<file path="config.mk">
export PLATFORM = sky130hd
export DESIGN_NAME = lmask_scoreboard
export DESIGN_NICKNAME = d
export VERILOG_FILES = /design/src/rtl/lmsb_pkg.sv /design/src/rtl/lmsb_match.sv /design/src/rtl/lmsb_alloc.sv /design/src/rtl/lmask_scoreboard.sv
export SDC_FILE = /design/constraint.sdc
export NUM_CORES = 2
export LEC_CHECK = 0
export BUFFER_PORTS_ARGS = -buffer_cell sky130_fd_sc_hd__buf_2
export CELL_PAD_IN_SITES_DETAIL_PLACEMENT = 1
export CELL_PAD_IN_SITES_GLOBAL_PLACEMENT = 1
export CORE_ASPECT_RATIO = 0.7
export CORE_MARGIN = 3
export CORE_UTILIZATION = 30
export DETAILED_ROUTE_END_ITERATION = 7
export PLACE_DENSITY_LB_ADDON = 0.2
export SETUP_SLACK_MARGIN = 0.4
export SYNTH_ARGS = -nofsm -noshare
export SYNTH_HDL_FRONTEND = slang
export SYNTH_SLANG_ARGS = --single-unit
</file>
<file path="constraint.sdc">
create_clock -name clk -period 8.85 [get_ports clk]
set_clock_uncertainty 0.1 [all_clocks]
set_input_delay 0.4425 -clock clk [delete_from_list [all_inputs] [get_ports clk]]
set_output_delay 0.4425 -clock clk [all_outputs]
set_load 0.005 [all_outputs]
</file>
<file path="src/rtl/lmsb_pkg.sv">
package lmsb_pkg;
  parameter int NENT   = 16;
  parameter int WARP_W = 5;
  parameter int REG_W  = 8;
  parameter int LANES  = 32;
  parameter int NDST   = 2;
  localparam int REGS_W = NDST * REG_W;
  localparam int CNT_W  = $clog2(NENT + 1);

  typedef struct packed {
    logic              valid;
    logic              sec;
    logic [WARP_W-1:0] warp;
    logic [REG_W-1:0]  rg;
    logic [LANES-1:0]  mask;
  } sb_entry_t;

  function automatic logic [REG_W-1:0] slot_reg(input logic [REGS_W-1:0] regs, input int d);
    return regs[d*REG_W +: REG_W];
  endfunction

  function automatic logic lanes_meet(input logic [LANES-1:0] a, input logic [LANES-1:0] b);
    return |(a & b);
  endfunction

  function automatic logic [CNT_W-1:0] ones_n(input logic [NENT-1:0] v);
    logic [CNT_W-1:0] c;
    c = '0;
    for (int i = 0; i < NENT; i++) c = c + CNT_W'(v[i]);
    return c;
  endfunction
endpackage

</file>
<file path="src/rtl/lmsb_match.sv">
module lmsb_match
  import lmsb_pkg::*;
(
  input  sb_entry_t         ent,
  input  logic              mask_mode,
  input  logic [WARP_W-1:0] warp,
  input  logic [REG_W-1:0]  rg,
  input  logic [LANES-1:0]  mask,
  input  logic              sec,
  output logic              overlap_hit,
  output logic              exact_hit
);
  logic key_hit;
  assign key_hit     = ent.valid && (rg != '0) && (ent.warp == warp) && (ent.rg == rg);
  assign overlap_hit = key_hit && (mask_mode ? lanes_meet(ent.mask, mask) : (ent.sec == sec));
  assign exact_hit   = key_hit && (mask_mode ? (ent.mask == mask) : (ent.sec == sec));
endmodule

</file>
<file path="src/rtl/lmsb_alloc.sv">
module lmsb_alloc
  import lmsb_pkg::*;
(
  input  logic [NENT-1:0]            free_vec,
  input  logic [NDST-1:0]            need,
  output logic [NDST-1:0][NENT-1:0]  grant,
  output logic                       short_of
);
  logic [NENT-1:0] taken;

  always_comb begin
    taken = '0;
    for (int d = 0; d < NDST; d++) begin
      grant[d] = '0;
      if (need[d]) begin
        for (int i = 0; i < NENT; i++) begin
          if (free_vec[i] && !taken[i] && (grant[d] == '0)) grant[d][i] = 1'b1;
        end
      end
      taken = taken | grant[d];
    end
  end

  always_comb begin
    logic [CNT_W-1:0] want;
    want = '0;
    for (int d = 0; d < NDST; d++) want = want + CNT_W'(need[d]);
    short_of = (want > ones_n(free_vec));
  end
endmodule

</file>
<file path="src/rtl/lmask_scoreboard.sv">
module lmask_scoreboard
  import lmsb_pkg::*;
(
  input  logic              clk,
  input  logic              rst_n,
  input  logic              mask_mode,
  input  logic              rsv_valid,
  input  logic [4:0]        rsv_warp,
  input  logic [15:0]       rsv_regs,
  input  logic [31:0]       rsv_mask,
  input  logic              rsv_secondary,
  output logic              rsv_full,
  output logic              rsv_dup,
  input  logic [4:0]        qry_warp,
  input  logic [15:0]       qry_regs,
  input  logic [31:0]       qry_mask,
  input  logic              qry_secondary,
  output logic              qry_hazard,
  input  logic              rel_valid,
  input  logic [4:0]        rel_warp,
  input  logic [15:0]       rel_regs,
  input  logic [31:0]       rel_mask,
  input  logic              rel_secondary
);
  sb_entry_t                tbl [NENT];
  logic [NENT-1:0]          valid_vec;
  logic [NDST-1:0]          rsv_need;
  logic [NDST-1:0][NENT-1:0] q_hit, r_hit, d_hit, grant;
  logic [NDST-1:0][NENT-1:0] unused_exact_q, unused_exact_d, unused_ovl_r;
  logic [NENT-1:0]          rel_kill, grant_any;
  logic                     short_of, accept;
  logic [CNT_W-1:0]         need_cnt;

  always_comb begin
    for (int i = 0; i < NENT; i++) valid_vec[i] = tbl[i].valid;
  end

  always_comb begin
    need_cnt = '0;
    for (int d = 0; d < NDST; d++) begin
      rsv_need[d] = rsv_valid && (slot_reg(rsv_regs, d) != '0);
      need_cnt    = need_cnt + CNT_W'(rsv_need[d]);
    end
  end

  for (genvar d = 0; d < NDST; d++) begin : g_slot
    for (genvar i = 0; i < NENT; i++) begin : g_ent
      lmsb_match u_q (
        .ent(tbl[i]), .mask_mode(mask_mode), .warp(qry_warp),
        .rg(slot_reg(qry_regs, d)), .mask(qry_mask), .sec(qry_secondary),
        .overlap_hit(q_hit[d][i]), .exact_hit(unused_exact_q[d][i]));
      lmsb_match u_r (
        .ent(tbl[i]), .mask_mode(mask_mode), .warp(rel_warp),
        .rg(slot_reg(rel_regs, d)), .mask(rel_mask), .sec(rel_secondary),
        .overlap_hit(unused_ovl_r[d][i]), .exact_hit(r_hit[d][i]));
      lmsb_match u_d (
        .ent(tbl[i]), .mask_mode(1'b0), .warp(rsv_warp),
        .rg(slot_reg(rsv_regs, d)), .mask(rsv_mask), .sec(rsv_secondary),
        .overlap_hit(d_hit[d][i]), .exact_hit(unused_exact_d[d][i]));
    end
  end

  lmsb_alloc u_alloc (
    .free_vec(~valid_vec), .need(rsv_need), .grant(grant), .short_of(short_of));

  always_comb begin
    logic any_q, any_d;
    any_q = 1'b0;
    any_d = 1'b0;
    rel_kill  = '0;
    grant_any = '0;
    for (int d = 0; d < NDST; d++) begin
      any_q     = any_q | (|q_hit[d]);
      any_d     = any_d | (rsv_need[d] && (|d_hit[d]));
      rel_kill  = rel_kill | (r_hit[d] & {NENT{rel_valid}});
      grant_any = grant_any | grant[d];
    end
    qry_hazard = any_q;
    rsv_dup    = rsv_valid && !mask_mode && any_d;
    rsv_full   = rsv_valid && short_of;
  end

  assign accept = rsv_valid && !rsv_full && !rsv_dup;

  always_ff @(posedge clk) begin
    if (!rst_n) begin
      for (int i = 0; i < NENT; i++) tbl[i] <= '0;
    end else begin
      for (int i = 0; i < NENT; i++) begin
        if (rel_kill[i]) tbl[i].valid <= 1'b0;
        for (int d = 0; d < NDST; d++) begin
          if (accept && grant[d][i]) begin
            tbl[i] <= '{valid: 1'b1, sec: (mask_mode ? 1'b0 : rsv_secondary),
                        warp: rsv_warp, rg: slot_reg(rsv_regs, d), mask: rsv_mask};
          end
        end
      end
    end
  end

  // reset empties the table
  assert_reset_empty_R11: assert property (@(posedge clk) !rst_n |=> (valid_vec == '0));
  // a refused request for lack of room leaves the table untouched
  assert_full_holds_R9: assert property (@(posedge clk) disable iff (!rst_n)
    (rsv_full && !rel_valid) |=> $stable(valid_vec));
  // the allocator only hands out records that are free
  assert_grant_free_R9: assert property (@(posedge clk) disable iff (!rst_n)
    accept |-> ((grant_any & valid_vec) == '0));
  // a duplicate reservation records nothing
  assert_dup_rejects_R4: assert property (@(posedge clk) disable iff (!rst_n)
    (rsv_dup && !rel_valid) |=> $stable(valid_vec));
  // every non-zero slot of an accepted request occupies one record
  assert_slot_per_record_R8: assert property (@(posedge clk) disable iff (!rst_n)
    (accept && !rel_valid) |=> ($countones(valid_vec) == $past($countones(valid_vec)) + $past(int'(need_cnt))));
  // a release alone never adds records
  assert_release_shrinks_R6: assert property (@(posedge clk) disable iff (!rst_n)
    (rel_valid && !rsv_valid) |=> ($countones(valid_vec) <= $past($countones(valid_vec))));
endmodule

</file>
==> impl_metrics.json <==
{
  "outcome": "completed",
  "slew_headroom_pct": 11.2,
  "rsz0062_at_grt": "false",
  "crit_slowest_cell": "a211o_2",
  "timing.setup.tns_ns": 0,
  "cts_max_level": 3,
  "max_freq_ghz": 0.130,
  "slowest_delay_ns": 0.67,
  "end_kind": "flip-flop",
  "antenna_found_initial": 32,
  "layout_commonest_cell": "xor2_1",
  "seqCellArea_mm2": 0.0226,
  "hpwlAfterDp_um": 172000,
  "dp.cells": 6939,
  "portBuffers": 169,
  "cts_sinks": 752,
  "p_leak_uw": 0.0198,
  "cts_tree": "done",
  "route.detailed.drc": 0,
  "largestRegisters": "tbl x752",
  "synth_area_per_cell_um2": 10.5,
  "io_pins": 170,
  "clock_latency_ns": 0.74,
  "setup_ws_ns": 1.13,
  "rows": 126,
  "start_kind": "flip-flop",
  "arrival_ns": 8.04,
  "clockRootBuffer": "clkbuf_16",
  "cp_num_buf_inv": 5,
  "synth.distinct_cells": 65,
  "syn_inst": 4904,
  "fin_util_pct": 33.8,
  "p_per_area_mw_per_mm2": 178,
  "crit_fanout": 30,
  "viasPerCell": 6.08,
  "period_minus_slack_ns": 7.72,
  "synth_flop_cell": "edfxtp_1",
  "setup_violations": 0,
  "area_growth_pct": 11.2,
  "ant_nets": 0,
  "path_clk_slew_ns": 0.06,
  "numCtsBuffers": 85,
  "die_height_um": 353,
  "maxCapViolations": 0,
  "grt_usage_pct": 30.0,
  "totalWireLength_um": 273000,
  "grt_pass1_vias": 41953,
  "hp-class": "primary input to flip-flop",
  "pre_cts_slack_ns": 1.25,
  "netlist_area_mm2": 0.0515,
  "start_util_pct": 30.4,
  "num-fill-cells": 18693,
  "avgRoutedWirePerCell_um": 38.5,
  "core_area_mm2": 0.170,
  "grt_pass1_wl_um": 368000,
  "postCtsHoldBufs": 0,
  "layout.cells.non_filler": 7101,
  "finalHoldViolations": 0,
  "critPathKind": "flip-flop to flip-flop",
  "synth-async-reset-ratio_pct": 0,
  "layout.nets": 4972,
  "grt_overflow_total": 0,
  "yosysSeqAreaShare_pct": 43.8,
  "period_share_pct": 87.2,
  "regMostFlops": "tbl",
  "die_w_um": 501,
  "post_cts_buffers": 0,
  "tightest_slew_ns": 1.33,
  "drt_iter0_markers": 6580,
  "cp.required_ns": 9.18,
  "largest_reg_flops": 752,
  "slew_viol_final": 0,
  "clock_path_buffers": 3,
  "irDropWorstVdd_v": 0.000129,
  "grt_max_degree": 60,
  "multi_input_area_mm2": 0.0267,
  "vias": 43189,
  "place.gp.congestion": 0.891,
  "path_delay_family": "adder cells",
  "dieArea_mm2": 0.177,
  "cp_common_cell": "fa_1",
  "synth_nets": 5090,
  "dr.pass1.iters": 6,
  "path_cells": "inv_1 -> ha_1 -> inv_1 -> fa_1 -> inv_1 -> fa_1 -> fa_1 -> inv_1 -> fa_1 -> fa_1 -> fa_1 -> ha_1 -> nor2b_1 -> o21ai_0 -> a21oi_1 -> nor2_1 -> nand4_4 -> nor4_1 -> a211o_2 -> buf_4",
  "drive_gt1_share_pct": 10.8,
  "layout_common_cells": "xor2_1 (913), edfxtp_1 (752), xnor2_1 (663), and2_1 (410), nor4_1 (290)",
  "synth-seq-cells": 752,
  "yosysWarnings": 0,
  "synth-edff-count": 752,
  "cts.repair.resized": 0
}
cells in the mapped netlist (5+ instances only):
library cell	instances	area [um2]
a211o_1	7	61.3
a211oi_1	12	90.1
a21o_1	6	45.0
a21oi_1	42	210
a221oi_1	80	701
a222oi_1	16	160
a22o_1	80	701
a22oi_1	112	841
a31oi_1	28	175
a32oi_1	10	87.6
and2_1	411	2570
and3_1	19	119
buf_1	42	158
buf_2	49	245
buf_4	11	82.6
buf_6	6	67.6
clkbuf_1	446	1670
edfxtp_1	752	22600
fa_1	10	200
ha_1	9	113
inv_1	27	101
mux2i_1	48	480
nand2_1	168	631
nand2b_1	9	56.3
nand3_1	69	345
nand4_1	222	1390
nor2_1	73	274
nor2b_1	20	125
nor3_1	138	691
nor4_1	292	1830
o2111ai_1	33	289
o21ai_0	29	145
or3_1	5	31.3
or4_1	6	45.0
xnor2_1	663	5810
xor2_1	913	8000
where the power goes:
| part | total [uW] | internal, uW | switching [uW] | leakage [uW] |
|---|---|---|---|---|
| clock | 3740 | 2090 | 1650 | 0.00135 |
| sequential | 4470 | 4170 | 298 | 0.00761 |
| combinational | 2010 | 664 | 1350 | 0.0109 |
| total | 10200 | 6920 | 3290 | 0.0198 |
per-layer routing:
layer / share of wire (%) / vias up / track usage (%) / wire length, um
met5: 0.046 / - / 0.325 / 125
met3: 12 / 632 / 8.13 / 33000
met4: 4.5 / 10 / 11.7 / 12200
met1: 43 / 22410 / 43.9 / 119000
met2: 40 / 2955 / 41.3 / 109000
li1: - / 17182 / - / -
worst register-to-register path, stage by stage, from the launching register on:
cell,delay [ns]
edfxtp_1,0.53
inv_1,0.16
ha_1,0.30
inv_1,0.05
fa_1,0.49
inv_1,0.06
fa_1,0.47
fa_1,0.50
inv_1,0.05
fa_1,0.45
fa_1,0.43
fa_1,0.49
ha_1,0.32
nor2b_1,0.14
o21ai_0,0.15
a21oi_1,0.09
nor2_1,0.40
nand4_4,0.58
nor4_1,0.65
a211o_2,0.67
buf_4,0.35
path summary, 6_finish.rpt:
check                           start                         to  slack, ns  cells after the start
max          tbl[0][93]$_SDFFCE_PN0P_  tbl[1][240]$_SDFFCE_PN0P_       1.13                     20
min                             rst_n   tbl[1][38]$_SDFFCE_PN0P_       0.24                      2
max reg2reg  tbl[0][93]$_SDFFCE_PN0P_  tbl[1][240]$_SDFFCE_PN0P_       1.13                     20
min reg2reg     tbl[1][328]$_DFFE_PP_      tbl[1][328]$_DFFE_PP_       0.73                      1
cell families (layout without fill, tap and decap cells):
family                   after synthesis  after routing  share of synthesized area [%]
adder cells (fa/ha/maj)               22             22                          0.665
AND/OR/NAND/NOR                     1446           1446                           16.0
AO/OA/AOI/OAI                        475            475                           7.20
flip-flops                           752            752                           43.8
XOR/XNOR                            1576           1576                           26.8
multiplexers                          48             48                          0.932
buffers and inverters                585            534                           4.55
other                                  0              8                              0
area by class of cell:
cell class,instances,share of cell area (%)
antenna,8,0.0349
multi-input combinational,3567,46.7
sequential,752,39.4
clock buffer,96,3.82
tap,2240,4.89
inverter,30,0.196
timing repair buffer,350,3.89
clock inverter,58,1.09
metrics by stage:
stage               power, uW  instance area (um2)  hold WS (ns)
detailed placement       6460                54500         0.710
global placement         6430                54500         0.705
floorplan                5630                51500         0.632
global route            10500                57300         0.216
finish                  10200                57300         0.238
CTS                     10200                57300         0.192
Power figures use the tool's default switching activity.
